File: src/rtl/bank_latch_pkg.sv
// Package: shared constants and types for the bank latch mapper.
// Assumes a byte-wide CPU data bus and a 16-bit CPU address whose top bit
// marks the ROM window.
package bank_latch_pkg;

    localparam int BYTE_W     = 8;
    localparam int CPU_AW     = 16;
    localparam int PPU_AW     = 13;
    localparam int PRG_OFS_W  = CPU_AW - 1;   // offset inside the 32 KB window

    // A qualified register store: whether it hit the ROM window and the
    // byte that actually reaches the latch.
    typedef struct packed {
        logic              hit;
        logic [BYTE_W-1:0] value;
    } latch_wr_t;

endpackage

File: src/rtl/blm_write_decode.sv
// Module: blm_write_decode
// Qualifies a CPU store as a bank-register write, so that only strobes into
// the upper half of the address space count. When CONFLICT_EN is set, the
// latched byte is the AND of the CPU byte and the ROM byte.
// Assumes rom_rdata is the ROM content at cpu_addr during the write cycle.
module blm_write_decode
    import bank_latch_pkg::*;
#(
    parameter bit CONFLICT_EN = 1'b1
) (
    input  logic [CPU_AW-1:0] cpu_addr,
    input  logic [BYTE_W-1:0] cpu_data,
    input  logic              cpu_wr,
    input  logic [BYTE_W-1:0] rom_rdata,
    output latch_wr_t         wr_req
);

    logic [BYTE_W-1:0] merged;

    // Choose the stored byte according to the bus model in use.
    generate
        if (CONFLICT_EN) begin : g_conflict
            always_comb merged = cpu_data & rom_rdata;
        end else begin : g_clean
            logic [BYTE_W-1:0] unused_rom;
            always_comb unused_rom = rom_rdata;
            always_comb merged = cpu_data;
        end
    endgenerate

    // Build the qualified request.
    always_comb begin
        wr_req.hit   = cpu_wr & cpu_addr[CPU_AW-1];
        wr_req.value = merged;
    end

endmodule

File: src/rtl/blm_field_pick.sv
// Module: blm_field_pick
// Extracts FIELD_W bits starting at bit SHIFT of the stored byte and reduces
// the result modulo BANKS. The reduction is exact because BANKS is a power of
// two: the low log2(BANKS) bits are kept, and a narrower field is zero-extended.
// Assumes BANKS is a power of two of at least 2 and SHIFT+FIELD_W <= 8.
module blm_field_pick
    import bank_latch_pkg::*;
#(
    parameter int SHIFT   = 0,
    parameter int FIELD_W = 2,
    parameter int BANKS   = 4
) (
    input  logic [BYTE_W-1:0]        value,
    output logic [$clog2(BANKS)-1:0] bank
);

    localparam int BW = $clog2(BANKS);

    logic [BYTE_W-1:0]  shifted;
    logic [FIELD_W-1:0] field;

    // Align the field to bit 0 and keep only its width.
    always_comb begin
        shifted = value >> SHIFT;
        field   = shifted[FIELD_W-1:0];
    end

    // Wrap to the fitted bank count: truncate or zero-extend.
    generate
        if (FIELD_W >= BW) begin : g_trunc
            always_comb bank = field[BW-1:0];
        end else begin : g_extend
            always_comb bank = {{(BW-FIELD_W){1'b0}}, field};
        end
    endgenerate

endmodule

File: src/rtl/blm_bank_reg.sv
// Module: blm_bank_reg
// A bank number register with synchronous active-low clear and load enable.
// Assumes load is only asserted for qualified writes.
module blm_bank_reg #(
    parameter int W = 2
) (
    input  logic         clk,
    input  logic         rst_n,
    input  logic         load,
    input  logic [W-1:0] d,
    output logic [W-1:0] q
);

    // Hold the bank until reset or a qualified write.
    always_ff @(posedge clk) begin
        if (!rst_n)    q <= '0;
        else if (load) q <= d;
    end

    // reset clears the bank.
    p_reset_clear_r1: assert property (@(posedge clk) !rst_n |=> q == '0);

    // a qualified write lands at the next edge.
    p_load_lands_r3: assert property (@(posedge clk) disable iff (!rst_n)
        load |=> q == $past(d));

    // no write, no change.
    p_hold_idle_r9: assert property (@(posedge clk) disable iff (!rst_n)
        !load |=> $stable(q));

endmodule

File: src/rtl/bank_latch_mapper.sv
// Module: bank_latch_mapper (top)
// A single-register mapper. A store into 0x8000-0xFFFF latches a 32 KB
// program bank and an 8 KB character bank from two fields of one byte. The
// extended ROM addresses are the registered banks above the untranslated
// low address bits.
// Assumes PRG_BANKS and CHR_BANKS are powers of two of at least 2, and that
// rom_rdata holds the ROM byte at cpu_addr during a write.
module bank_latch_mapper
    import bank_latch_pkg::*;
#(
    parameter int PRG_SHIFT   = 4,
    parameter int PRG_FIELD_W = 2,
    parameter int CHR_SHIFT   = 0,
    parameter int CHR_FIELD_W = 2,
    parameter int PRG_BANKS   = 2,
    parameter int CHR_BANKS   = 4,
    parameter bit CONFLICT_EN = 1'b1,
    localparam int PRG_BW     = $clog2(PRG_BANKS),
    localparam int CHR_BW     = $clog2(CHR_BANKS)
) (
    input  logic                        clk,
    input  logic                        rst_n,
    input  logic [CPU_AW-1:0]           cpu_addr,
    input  logic [BYTE_W-1:0]           cpu_data,
    input  logic                        cpu_wr,
    input  logic [BYTE_W-1:0]           rom_rdata,
    input  logic [PPU_AW-1:0]           ppu_addr,
    output logic [PRG_OFS_W+PRG_BW-1:0] prg_addr,
    output logic [PPU_AW+CHR_BW-1:0]    chr_addr
);

    latch_wr_t          wr_req;
    logic [PRG_BW-1:0]  prg_next;
    logic [CHR_BW-1:0]  chr_next;
    logic [PRG_BW-1:0]  prg_bank;
    logic [CHR_BW-1:0]  chr_bank;

    blm_write_decode #(
        .CONFLICT_EN (CONFLICT_EN)
    ) u_decode (
        .cpu_addr  (cpu_addr),
        .cpu_data  (cpu_data),
        .cpu_wr    (cpu_wr),
        .rom_rdata (rom_rdata),
        .wr_req    (wr_req)
    );

    blm_field_pick #(
        .SHIFT   (PRG_SHIFT),
        .FIELD_W (PRG_FIELD_W),
        .BANKS   (PRG_BANKS)
    ) u_prg_pick (
        .value (wr_req.value),
        .bank  (prg_next)
    );

    blm_field_pick #(
        .SHIFT   (CHR_SHIFT),
        .FIELD_W (CHR_FIELD_W),
        .BANKS   (CHR_BANKS)
    ) u_chr_pick (
        .value (wr_req.value),
        .bank  (chr_next)
    );

    blm_bank_reg #(.W(PRG_BW)) u_prg_reg (
        .clk   (clk),
        .rst_n (rst_n),
        .load  (wr_req.hit),
        .d     (prg_next),
        .q     (prg_bank)
    );

    blm_bank_reg #(.W(CHR_BW)) u_chr_reg (
        .clk   (clk),
        .rst_n (rst_n),
        .load  (wr_req.hit),
        .d     (chr_next),
        .q     (chr_bank)
    );

    // Compose the extended ROM addresses.
    always_comb begin
        prg_addr = {prg_bank, cpu_addr[PRG_OFS_W-1:0]};
        chr_addr = {chr_bank, ppu_addr};
    end

    // stores below the ROM window leave both banks alone.
    p_low_store_ignored_r8: assert property (@(posedge clk) disable iff (!rst_n)
        (cpu_wr && !cpu_addr[CPU_AW-1]) |=> $stable(prg_bank) && $stable(chr_bank));

    // a store over a zero ROM byte can only select bank 0.
    generate
        if (CONFLICT_EN) begin : g_conflict_chk
            p_zero_rom_masks_r6: assert property (@(posedge clk) disable iff (!rst_n)
                (cpu_wr && cpu_addr[CPU_AW-1] && rom_rdata == '0)
                |=> prg_bank == '0 && chr_bank == '0);
        end
    endgenerate

endmodule

File: config.mk
export PLATFORM = sky130hd
export DESIGN_NAME = bank_latch_mapper
export DESIGN_NICKNAME = d
export VERILOG_FILES = /design/src/rtl/bank_latch_pkg.sv /design/src/rtl/blm_write_decode.sv /design/src/rtl/blm_field_pick.sv /design/src/rtl/blm_bank_reg.sv /design/src/rtl/bank_latch_mapper.sv
export SDC_FILE = /design/constraint.sdc
export NUM_CORES = 1
export LEC_CHECK = 0
export ABC_AREA = 1
export CORE_MARGIN = 4
export CORE_UTILIZATION = 21
export DETAILED_ROUTE_END_ITERATION = 12
export PLACE_DENSITY = 0.84
export SLEW_MARGIN = 15
export SYNTH_ARGS = -nofsm -noshare
export SYNTH_HDL_FRONTEND = slang
export SYNTH_HIERARCHICAL = 1
export SYNTH_SLANG_ARGS = --single-unit
File: constraint.sdc
create_clock -name clk -period 1.3 [get_ports clk]
set_input_delay 0.26 -clock clk [delete_from_list [all_inputs] [get_ports clk]]
set_output_delay 0.26 -clock clk [all_outputs]
set_load 0.02 [all_outputs]
==> out/qor.csv <==
stage,metric,value,unit
run_status,result of the run,"complete, no violations",
global_route,antenna violations before repair,0,
clock_tree,# H-tree levels,1,
timing,max-slew headroom at the worst pin,85.9,%
floorplan,Die Area,2610,µm²
floorplan,Top-Level Pins,79,
worst_setup_path,kind of cell adding the most delay to the critical path,buffers and inverters,
cells_and_area,ratio of cells with drive above 1 in the final layout,9.52,%
route,via density per instance,2.94,
cells_and_area,final cell count without fillers,67,
yosys,Synth Cell Area,389,µm²
worst_setup_path,critical path type,register to primary output,
route,# DRC,0,
worst_setup_path,Critical Path Source Type,register,
floorplan,number of placement rows,15,
placement,pre-CTS setup slack,0.116,ns
timing,Final Critical Period,1.15,ns
worst_setup_path,Critical Path RT,1.04,ns
power_and_ir_drop,Max VDD drop,172,µV
timing,smallest setup slack after layout,0.149,ns
placement,Post-Place Cells,63,
clock_tree,clock latency at the later pin of the worst-skew pair,0.23,ns
clock_tree,post-CTS setup buffer count,0,
worst_setup_path,CP Capture Type,primary output,
placement,final weighted congestion of routability-driven global placement,0.678,
timing,Total Negative Setup Slacks,0,ns
clock_tree,library cell used as clock root buffer,sky130_fd_sc_hd__clkbuf_4,
global_route,number of global-route vias before repair,213,
clock_tree,CTS Hold Buffers Added,0,
worst_setup_path,"Max stage delay cell, worst path",sky130_fd_sc_hd__dlygate4sd2_1,
power_and_ir_drop,leakage power,0.170,nW
clock_tree,post-cts resize count,3,
clock_tree,number of buffers created by CTS,3,
yosys,net count after synthesis,106,
clock_tree,clk sink count,3,
worst_setup_path,worst path bufs/invs,1,
worst_setup_path,CP arrival,0.89,ns
power_and_ir_drop,total power divided by cell area,1020,nW/µm²
global_route,global route total overflow,0,
global_route,wire length of the first global-routing pass,807,µm
global_route,pin count of the biggest net entering global routing,7,
floorplan,Die Height,51.0,µm
route,detailed-route wire length per cell,7.34,µm
timing,fin. max-slew vios,0,
yosys,Avg Synthesized Cell Area,6.71,µm²
worst_setup_path,"critical path fanouts, max",2,
clock_tree,clock slew at the register clock pins of the worst setup and hold paths,0.04,ns
route,Iter 0 DRT Violations,3,
worst_setup_path,cell-by-cell trace of the critical path,dlygate4sd2_1,
timing,Setup Skew,0,ns
hold_path,hold crit path type,register to register,
global_route,Overall Global Routing Usage,4.74,%
floorplan,Core Region,1750,µm²
timing,hold violation total from the final report,0,
timing,RSZ-0062 raised after global routing,false,
timing,final number of setup-violating endpoints,0,
clock_tree,CTS tree,yes,
route,number of detailed-routing iterations run before antenna repair,3,
timing,post-route fraction of the period consumed by the critical path,88.5,%
timing,transition time at the pin with the least slew margin,0.212,ns
route,total wirelength of the detailed-routed design,492,µm
floorplan,die span in x,51.0,µm
route,total via count after detailed routing,197,
cells_and_area,ant diodes,0,
worst_setup_path,Critical Path Max Stage Delay,0.34,ns
cells_and_area,Area Growth Syn to Fin,-17.0,%
placement,count of buffers inserted at the top-level ports,12,
job,number of maximum-capacitance violations,0,
placement,cell area reported after detailed placement,300,µm²
yosys,Synth Warn #,6,
clock_tree,maximum clock path buffer count,2,
floorplan,effective utilization at floorplan,22.3,%
yosys,number of instances in the synthesized netlist,58,
route,number of nets still failing antenna checks after routing,0,
cells_and_area,layout net count,91,
timing,maximum achievable frequency,869,MHz
cells_and_area,"final std cell area, no fill",323,µm²
## final cells by class
| type | count | area [µm²] |
|---|---|---|
| clock buffers | 4 | 26.3 |
| fillers | 202 | 1420 |
| inverters | 7 | 26.3 |
| multi-input cells | 16 | 62.6 |
| flip-flops and latches | 3 | 60.1 |
| well taps | 25 | 31.3 |
| repair buffers | 12 | 116 |
## placed cells by master, fill, tap and decap left out
cell	n
sky130_fd_sc_hd__clkbuf_1	1
sky130_fd_sc_hd__nor2_1	5
sky130_fd_sc_hd__clkbuf_4	3
sky130_fd_sc_hd__dfxtp_1	3
sky130_fd_sc_hd__inv_1	7
sky130_fd_sc_hd__nor2_2	1
sky130_fd_sc_hd__clkdlybuf4s50_1	9
sky130_fd_sc_hd__dlygate4sd2_1	3
sky130_fd_sc_hd__nand2_1	10
## through the flow
stage               power [mW]  util, %  hold slack [ns]
finish                   0.329     18.5            0.471
global route             0.357     18.5            0.516
CTS                      0.338     18.5            0.473
detailed placement       0.170     17.2            0.471
global placement         0.169     17.2            0.462
floorplan                0.263        -            0.380
## routing by layer
layer,vias up,share of wire [%],GRT usage (%)
met4,0,5.5,9.42
met2,15,39,5.58
li1,102,-,-
met1,74,33,3.32
met3,6,22,3.50
met5,-,0,0
## sequential cells by signal (all words and copies together), names as in the netlist
signal	cells
u_chr_reg/q	2
u_prg_reg/q	1
## power by group
| part | internal, mW | switching (mW) | leakage (nW) | total [mW] |
|---|---|---|---|---|
| sequential | 0.0985 | 0.00259 | 0.0247 | 0.101 |
| clock | 0.115 | 0.0498 | 0.0150 | 0.165 |
| combinational | 0.0370 | 0.0257 | 0.131 | 0.0627 |
## worst paths after layout
check | slack [ns] | start | depth (start not counted) | end
worst max-delay path | 0.15 | u_prg_reg/q$_SDFFE_PN0P_ | 1 | prg_addr[15]
worst min-delay path | 0.47 | u_chr_reg/q[0]$_SDFFE_PN0P_ | 2 | u_chr_reg/q[0]$_SDFFE_PN0P_
worst max register to register | 0.72 | u_prg_reg/q$_SDFFE_PN0P_ | 2 | u_prg_reg/q$_SDFFE_PN0P_
worst min register to register | 0.47 | u_chr_reg/q[0]$_SDFFE_PN0P_ | 2 | u_chr_reg/q[0]$_SDFFE_PN0P_
(Power assumes the default switching activity.)
